`src/rtl/mbp_pkg.sv`:
```
package mbp_pkg;

  localparam int AD_W   = 16;
  localparam int ADDR_W = 24;
  localparam int BYTE_W = 8;
  localparam int HI_W   = ADDR_W - AD_W;

  typedef enum logic [2:0] {
    PH_IDLE   = 3'd0,
    PH_ALE_HI = 3'd1,
    PH_GAP    = 3'd2,
    PH_ALE_LO = 3'd3,
    PH_HOLD   = 3'd4,
    PH_DATA   = 3'd5
  } phase_e;

  // Upper address bits placed on the top lanes for the first latch phase.
  function automatic logic [AD_W-1:0] hi_addr_word(input logic [ADDR_W-1:0] a);
    return {a[ADDR_W-1:AD_W], {(AD_W-HI_W){1'b0}}};
  endfunction

  // Lower address bits for the second (or only) latch phase.
  function automatic logic [AD_W-1:0] lo_addr_word(input logic [ADDR_W-1:0] a);
    return a[AD_W-1:0];
  endfunction

  // Narrow devices use the low byte lane only.
  function automatic logic [AD_W-1:0] lane_fit(input logic [AD_W-1:0] d, input logic wide);
    return wide ? d : {{(AD_W-BYTE_W){1'b0}}, d[BYTE_W-1:0]};
  endfunction

endpackage

```
`src/rtl/mbp_seq.sv`:
```
module mbp_seq
  import mbp_pkg::*;
#(
  parameter int DATA_CYCLES = 3
) (
  input  logic   clk,
  input  logic   rst_n,
  input  logic   start,
  input  logic   start_wide,
  output phase_e phase,
  output logic   data_last
);

  localparam int CW = $clog2(DATA_CYCLES + 1);

  logic [CW-1:0] cnt;

  assign data_last = (phase == PH_DATA) && (cnt == CW'(DATA_CYCLES - 1));

  always_ff @(posedge clk or negedge rst_n) begin
    if (!rst_n) begin
      phase <= PH_IDLE;
      cnt   <= '0;
    end else begin
      case (phase)
        PH_IDLE: begin
          if (start) phase <= start_wide ? PH_ALE_LO : PH_ALE_HI;
          cnt <= '0;
        end
        PH_ALE_HI: phase <= PH_GAP;
        PH_GAP:    phase <= PH_ALE_LO;
        PH_ALE_LO: phase <= PH_HOLD;
        PH_HOLD: begin
          phase <= PH_DATA;
          cnt   <= '0;
        end
        PH_DATA: begin
          if (data_last) begin
            phase <= PH_IDLE;
            cnt   <= '0;
          end else begin
            cnt <= cnt + 1'b1;
          end
        end
        default: begin
          phase <= PH_IDLE;
          cnt   <= '0;
        end
      endcase
    end
  end

endmodule

```
`src/rtl/mbp_pin_drive.sv`:
```
module mbp_pin_drive
  import mbp_pkg::*;
(
  input  phase_e            phase,
  input  logic              is_write,
  input  logic              is_wide,
  input  logic [ADDR_W-1:0] addr,
  input  logic [AD_W-1:0]   wdata,
  output logic [AD_W-1:0]   ad_out,
  output logic              ad_oe,
  output logic              ale,
  output logic              rd_n,
  output logic              wr_n
);

  logic [AD_W-1:0] data_word;
  assign data_word = lane_fit(wdata, is_wide);

  always_comb begin
    ad_out = '0;
    ad_oe  = 1'b0;
    ale    = 1'b0;
    rd_n   = 1'b1;
    wr_n   = 1'b1;
    case (phase)
      PH_ALE_HI: begin
        ale    = 1'b1;
        ad_oe  = 1'b1;
        ad_out = hi_addr_word(addr);
      end
      PH_GAP: begin
        ad_oe  = 1'b1;
        ad_out = hi_addr_word(addr);
      end
      PH_ALE_LO: begin
        ale    = 1'b1;
        ad_oe  = 1'b1;
        ad_out = lo_addr_word(addr);
      end
      PH_HOLD: begin
        ad_oe  = 1'b1;
        ad_out = is_write ? data_word : lo_addr_word(addr);
      end
      PH_DATA: begin
        if (is_write) begin
          ad_oe  = 1'b1;
          ad_out = data_word;
          wr_n   = 1'b0;
        end else begin
          rd_n   = 1'b0;
        end
      end
      default: ;
    endcase
  end

endmodule

```
`src/rtl/mbp_rd_capture.sv`:
```
module mbp_rd_capture
  import mbp_pkg::*;
(
  input  logic            clk,
  input  logic            rst_n,
  input  logic            capture,
  input  logic            is_wide,
  input  logic [AD_W-1:0] ad_in,
  output logic            rsp_valid,
  output logic [AD_W-1:0] rsp_rdata
);

  always_ff @(posedge clk or negedge rst_n) begin
    if (!rst_n) begin
      rsp_valid <= 1'b0;
      rsp_rdata <= '0;
    end else begin
      rsp_valid <= capture;
      if (capture) rsp_rdata <= lane_fit(ad_in, is_wide);
    end
  end

endmodule

```
`src/rtl/mux_bus_master.sv`:
```
module mux_bus_master
  import mbp_pkg::*;
#(
  parameter int DATA_CYCLES = 3
) (
  input  logic              clk,
  input  logic              rst_n,
  input  logic              req_valid,
  output logic              req_ready,
  input  logic              req_write,
  input  logic              req_wide,
  input  logic [ADDR_W-1:0] req_addr,
  input  logic [AD_W-1:0]   req_wdata,
  output logic              rsp_valid,
  output logic [AD_W-1:0]   rsp_rdata,
  output logic [AD_W-1:0]   ad_out,
  input  logic [AD_W-1:0]   ad_in,
  output logic              ad_oe,
  output logic              ale,
  output logic              rd_n,
  output logic              wr_n
);

  phase_e            phase;
  logic              data_last;
  logic              req_fire;
  logic              rd_capture;
  logic              cur_write;
  logic              cur_wide;
  logic [ADDR_W-1:0] cur_addr;
  logic [AD_W-1:0]   cur_wdata;

  assign req_ready  = (phase == PH_IDLE);
  assign req_fire   = req_valid && req_ready;
  assign rd_capture = data_last && !cur_write;

  always_ff @(posedge clk or negedge rst_n) begin
    if (!rst_n) begin
      cur_write <= 1'b0;
      cur_wide  <= 1'b0;
      cur_addr  <= '0;
      cur_wdata <= '0;
    end else if (req_fire) begin
      cur_write <= req_write;
      cur_wide  <= req_wide;
      cur_addr  <= req_addr;
      cur_wdata <= req_wdata;
    end
  end

  mbp_seq #(.DATA_CYCLES(DATA_CYCLES)) u_seq (
    .clk        (clk),
    .rst_n      (rst_n),
    .start      (req_fire),
    .start_wide (req_wide),
    .phase      (phase),
    .data_last  (data_last)
  );

  mbp_pin_drive u_pins (
    .phase    (phase),
    .is_write (cur_write),
    .is_wide  (cur_wide),
    .addr     (cur_addr),
    .wdata    (cur_wdata),
    .ad_out   (ad_out),
    .ad_oe    (ad_oe),
    .ale      (ale),
    .rd_n     (rd_n),
    .wr_n     (wr_n)
  );

  mbp_rd_capture u_cap (
    .clk       (clk),
    .rst_n     (rst_n),
    .capture   (rd_capture),
    .is_wide   (cur_wide),
    .ad_in     (ad_in),
    .rsp_valid (rsp_valid),
    .rsp_rdata (rsp_rdata)
  );

endmodule

```
`config.mk`:
```
export PLATFORM = sky130hd
export DESIGN_NAME = mux_bus_master
export DESIGN_NICKNAME = d
export VERILOG_FILES = /design/src/rtl/mbp_pkg.sv /design/src/rtl/mbp_seq.sv /design/src/rtl/mbp_pin_drive.sv /design/src/rtl/mbp_rd_capture.sv /design/src/rtl/mux_bus_master.sv
export SDC_FILE = /design/constraint.sdc
export NUM_CORES = 1
export LEC_CHECK = 0
export BUFFER_PORTS_ARGS = -buffer_cell sky130_fd_sc_hd__buf_2
export CORE_ASPECT_RATIO = 0.7
export CORE_MARGIN = 5
export CORE_UTILIZATION = 50
export CTS_CLUSTER_SIZE = 20
export DETAILED_ROUTE_END_ITERATION = 7
export PLACE_DENSITY = 0.79
export SYNTH_ARGS = -nofsm -noshare
export SYNTH_HDL_FRONTEND = slang
export SYNTH_HIERARCHICAL = 1
export SYNTH_SLANG_ARGS = --single-unit
```
`constraint.sdc`:
```
create_clock -name clk -period 2.1 [get_ports clk]
set_input_delay 0.105 -clock clk [delete_from_list [all_inputs] [get_ports clk]]
set_output_delay 0.105 -clock clk [all_outputs]
set_load 0.005 [all_outputs]
```
==> summary.txt <==
Final layout
  • Post-route cell area: 4330 um2
  • Sequential cell area: 1600 um2
  • Fillers: 444
  • Ant diodes: 0
  • Layout cells sized above 1: 48.5%
  • Layout overhead on the synthesized area: 38.6%
  • Non-filler cells, final: 472
  • Nets@finish: 450
  • Area of the multi-input gates: 1350 um2

STA
  • Clk_skew: 0.00813 ns
  • Worst Tran Pin Value: 0.577 ns
  • Setup TNS: 0 ns
  • RSZ-0062 raised after global routing: false
  • Final setup viols: 0
  • Final Critical Period: 2.00 ns
  • Hold Violations, Final: 0
  • Final period utilization: 95.3%
  • Highest Clock Rate: 500 MHz
  • Max-Slew Margin vs Limit: 61.4%
  • Slew Viols, Final: 0

Critical path
  • Worst EP required: 2.00 ns
  • Nature of the critical path endpoint: primary output
  • Crit path buf inv count: 2
  • Crit path kind: reg -> out
  • Data arrival, critical path: 1.90 ns
  • CP max stage cell: nor2_1
  • CP Launch Type: register
  • Family with the most delay on the worst path: simple AND/OR/NAND/NOR gates
  • CP Max Fanout: 14
  • CP cell instances: buf_4 > nor2_1 > a32oi_1 > o21ai_1 > buf_2
  • Worst path max stage delay: 0.47 ns

Logic synthesis
  • Post-synthesis cell count: 237
  • Cell taking the most area after synthesis: dfrtp_1
  • Main flop type after synthesis: dfrtp_1
  • Mapped cell area: 3120 um2
  • Post-synth EDFFs: 0
  • Register area share after synthesis: 51.3%
  • Synth warn: 6
  • Distinct cells, synth: 33
  • Synthesized flop and latch total: 64
  • Synth top area share: 51.3%
  • Synth async-reset ratio: 100%
  • Synth Net Count: 298
  • Syn avg cell area: 13.2 um2
  • Synth area leaders: dfrtp_1, mux2_2, mux2_4

Drt
  • Drt drc: 0
  • Drt total wl: 7860 um
  • Post-route ant nets: 0
  • Routed vias/inst: 5.32
  • Pre-antenna DRT Iters: 4
  • DR vias: 2509
  • Drt initial violations: 124
  • WL/cell: 16.6 um

Place
  • PortBufs: 98
  • Gp weighted congestion: 0.755
  • Placed Cells: 409
  • Final HPWL DP: 5120 um
  • Post-DP Area: 3680 um2

Global route
  • Met1 usage: 26.1%
  • Gr ovfl total: 0
  • Most crowded layer after global routing: met2
  • Vias in the first global route: 2635
  • Met3 Resource Use GR: 7.37%
  • First-pass GRT wire length: 13300 um
  • Largest net degree at the start of global routing: 42
  • Total GRT Usage: 20.8%
  • Met2 GRT Util: 33.8%
  • Initial antenna violation count: 0

Die
  • Die Span X: 104 um
  • Std cell rows: 24
  • Die Ht: 76.1 um
  • Top Ports: 99
  • Initial Utilization: 50.7%
  • Core ar.: 6160 um2
  • Die Area: 7950 um2

Power and ir drop
  • Internal power: 0.00361 W
  • Leak Pwr: 2.01 nW
  • Sequential power share: 38.4%
  • Power Dens Cells: 1290 nW/um2
  • Tot Pwr: 0.00558 W
  • Net Sw Frac: 35.2%
  • Combinational share of power: 43.8%
  • Peak supply drop: 0.783 mV
  • Switch Pwr: 0.00196 W
  • Clk pwr share: 17.7%

Clock tree
  • CTS tree: done
  • Clock Sinks: 64
  • Reg clk slew, reported paths: 0.06 ns
  • CTS root buffer: clkbuf_8
  • Setup bufs post-CTS: 0
  • Number of buffers created by CTS: 9
  • CTS max path bufs: 2
  • H-Tree Level Count: 3
  • # resized after CTS: 0
  • Worst-Skew Late Latency: 0.34 ns

Hold path
  • Tightest Hold Check Type: in -> reg

Run
  • Max cap viols: 0

Run status
  • Status: completed
[layout by cell type, fill, tap and decap left out, drive strengths merged]
cell	count
buf	110
dfrtp	64
mux2	58
dlygate4sd3	47
o21ai	21
a22oi	16
clkbuf	12
inv	9
nand3	9
a32oi	8
o2bb2ai	8
nor2b	7
clkinv	3
nand2	3
nor2	3
nor3	2
nand2b	2
a211oi	2
and2	2
nor4b	1
bufinv	1
o22ai	1
nand3b	1
nor3b	1
a221oi	1
and2b	1
a22o	1
[metrics by stage]
stage | setup WS (ns) | hold WS, ns | util, %
floorplan | 0.305 | -0.191 | -
global placement | 0.425 | 0.136 | 59.7
finish | 0.0983 | 0.0145 | 70.3
CTS | 0.112 | 0.000532 | 70.1
global route | 0.00151 | 0.00992 | 70.3
detailed placement | 0.378 | 0.145 | 59.7
[sequential cells by signal, indices dropped and copies added (netlist names)]
signal,count
cur_wide,1
u_cap/rsp_rdata,16
cur_write,1
u_seq/cnt,2
cur_wdata,16
u_cap/rsp_valid,1
cur_addr,24
u_seq/phase,3
[path summary, 6_finish.rpt]
| check | slack [ns] | start | cells after the start | to |
|---|---|---|---|---|
| max | 0.1 | u_seq/phase[2] | 5 | ad_out[8] |
| min | 0.01 | req_wdata[0] | 2 | cur_wdata[0] |
| max reg2reg | 0.36 | u_seq/cnt[0] | 5 | u_cap/rsp_rdata[2] |
| min reg2reg | 0.51 | u_cap/rsp_rdata[2] | 1 | u_cap/rsp_rdata[2] |
| max in group asynchronous | 1.18 | rst_n | 3 | cur_addr[22] |
| min in group asynchronous | 0.31 | rst_n | 2 | u_cap/rsp_rdata[3] |
[power by group through the flow]
stage	Sequential, W	Combinational [W]	Clock (W)
6_report	0.00214	0.00245	0.000989
4_1_cts	0.00215	0.00245	0.00103
2_1_floorplan	0.00209	0.00171	0
5_1_grt	0.00222	0.00268	0.00108
3_5_place_dp	0.00217	0.00237	0
3_3_place_gp	0.00213	0.00229	0
[per-layer routing]
layer | wire length (um) | part of all wire (%)
met3 | 573 | 7.3
met5 | 0 | 0
met4 | 104 | 1.3
met1 | 3380 | 43
met2 | 3800 | 48
[synthesized netlist by cell type (2+ instances only)]
cell       instances
o21ai_0           11
mux2_1             2
o2bb2ai_2          8
buf_4              3
dfrtp_1           64
nand3_1            9
buf_6              7
inv_1              9
nand2_1            3
o21ai_1           10
mux2_2            46
buf_2              3
a32oi_1            8
a22oi_1           16
nor2_1             2
a211oi_1           2
mux2_4            10
nor3_1             2
nand2b_1           2
nor2b_1            7
[area by class of cell]
cell class / count / share of cell area (%)
Clock inverter: 4 / 1.04
Inverter: 9 / 0.781
Tap cell: 78 / 2.26
Multi-Input combinational cell: 148 / 31.2
Clock buffer: 12 / 3.12
Timing Repair Buffer: 157 / 24.6
Sequential cell: 64 / 37.0
[cells by family (layout without fill, tap and decap cells)]
family | Yosys count | after routing | share of synthesized area, %
and+or+nand+nor | 32 | 32 | 6.49
muxes | 58 | 58 | 22.1
DFF | 64 | 64 | 51.3
AOI/OAI and AO/OA | 58 | 58 | 14.5
buffers and inverters | 25 | 182 | 5.53
[timing repair]
action | in CTS | in global routing
hold buffers | 46 | 1
hold endpoints to repair | 68 | 1
endpoints found under the setup margin | 0 | 0
No activity file was read; power rests on OpenSTA's default activity.
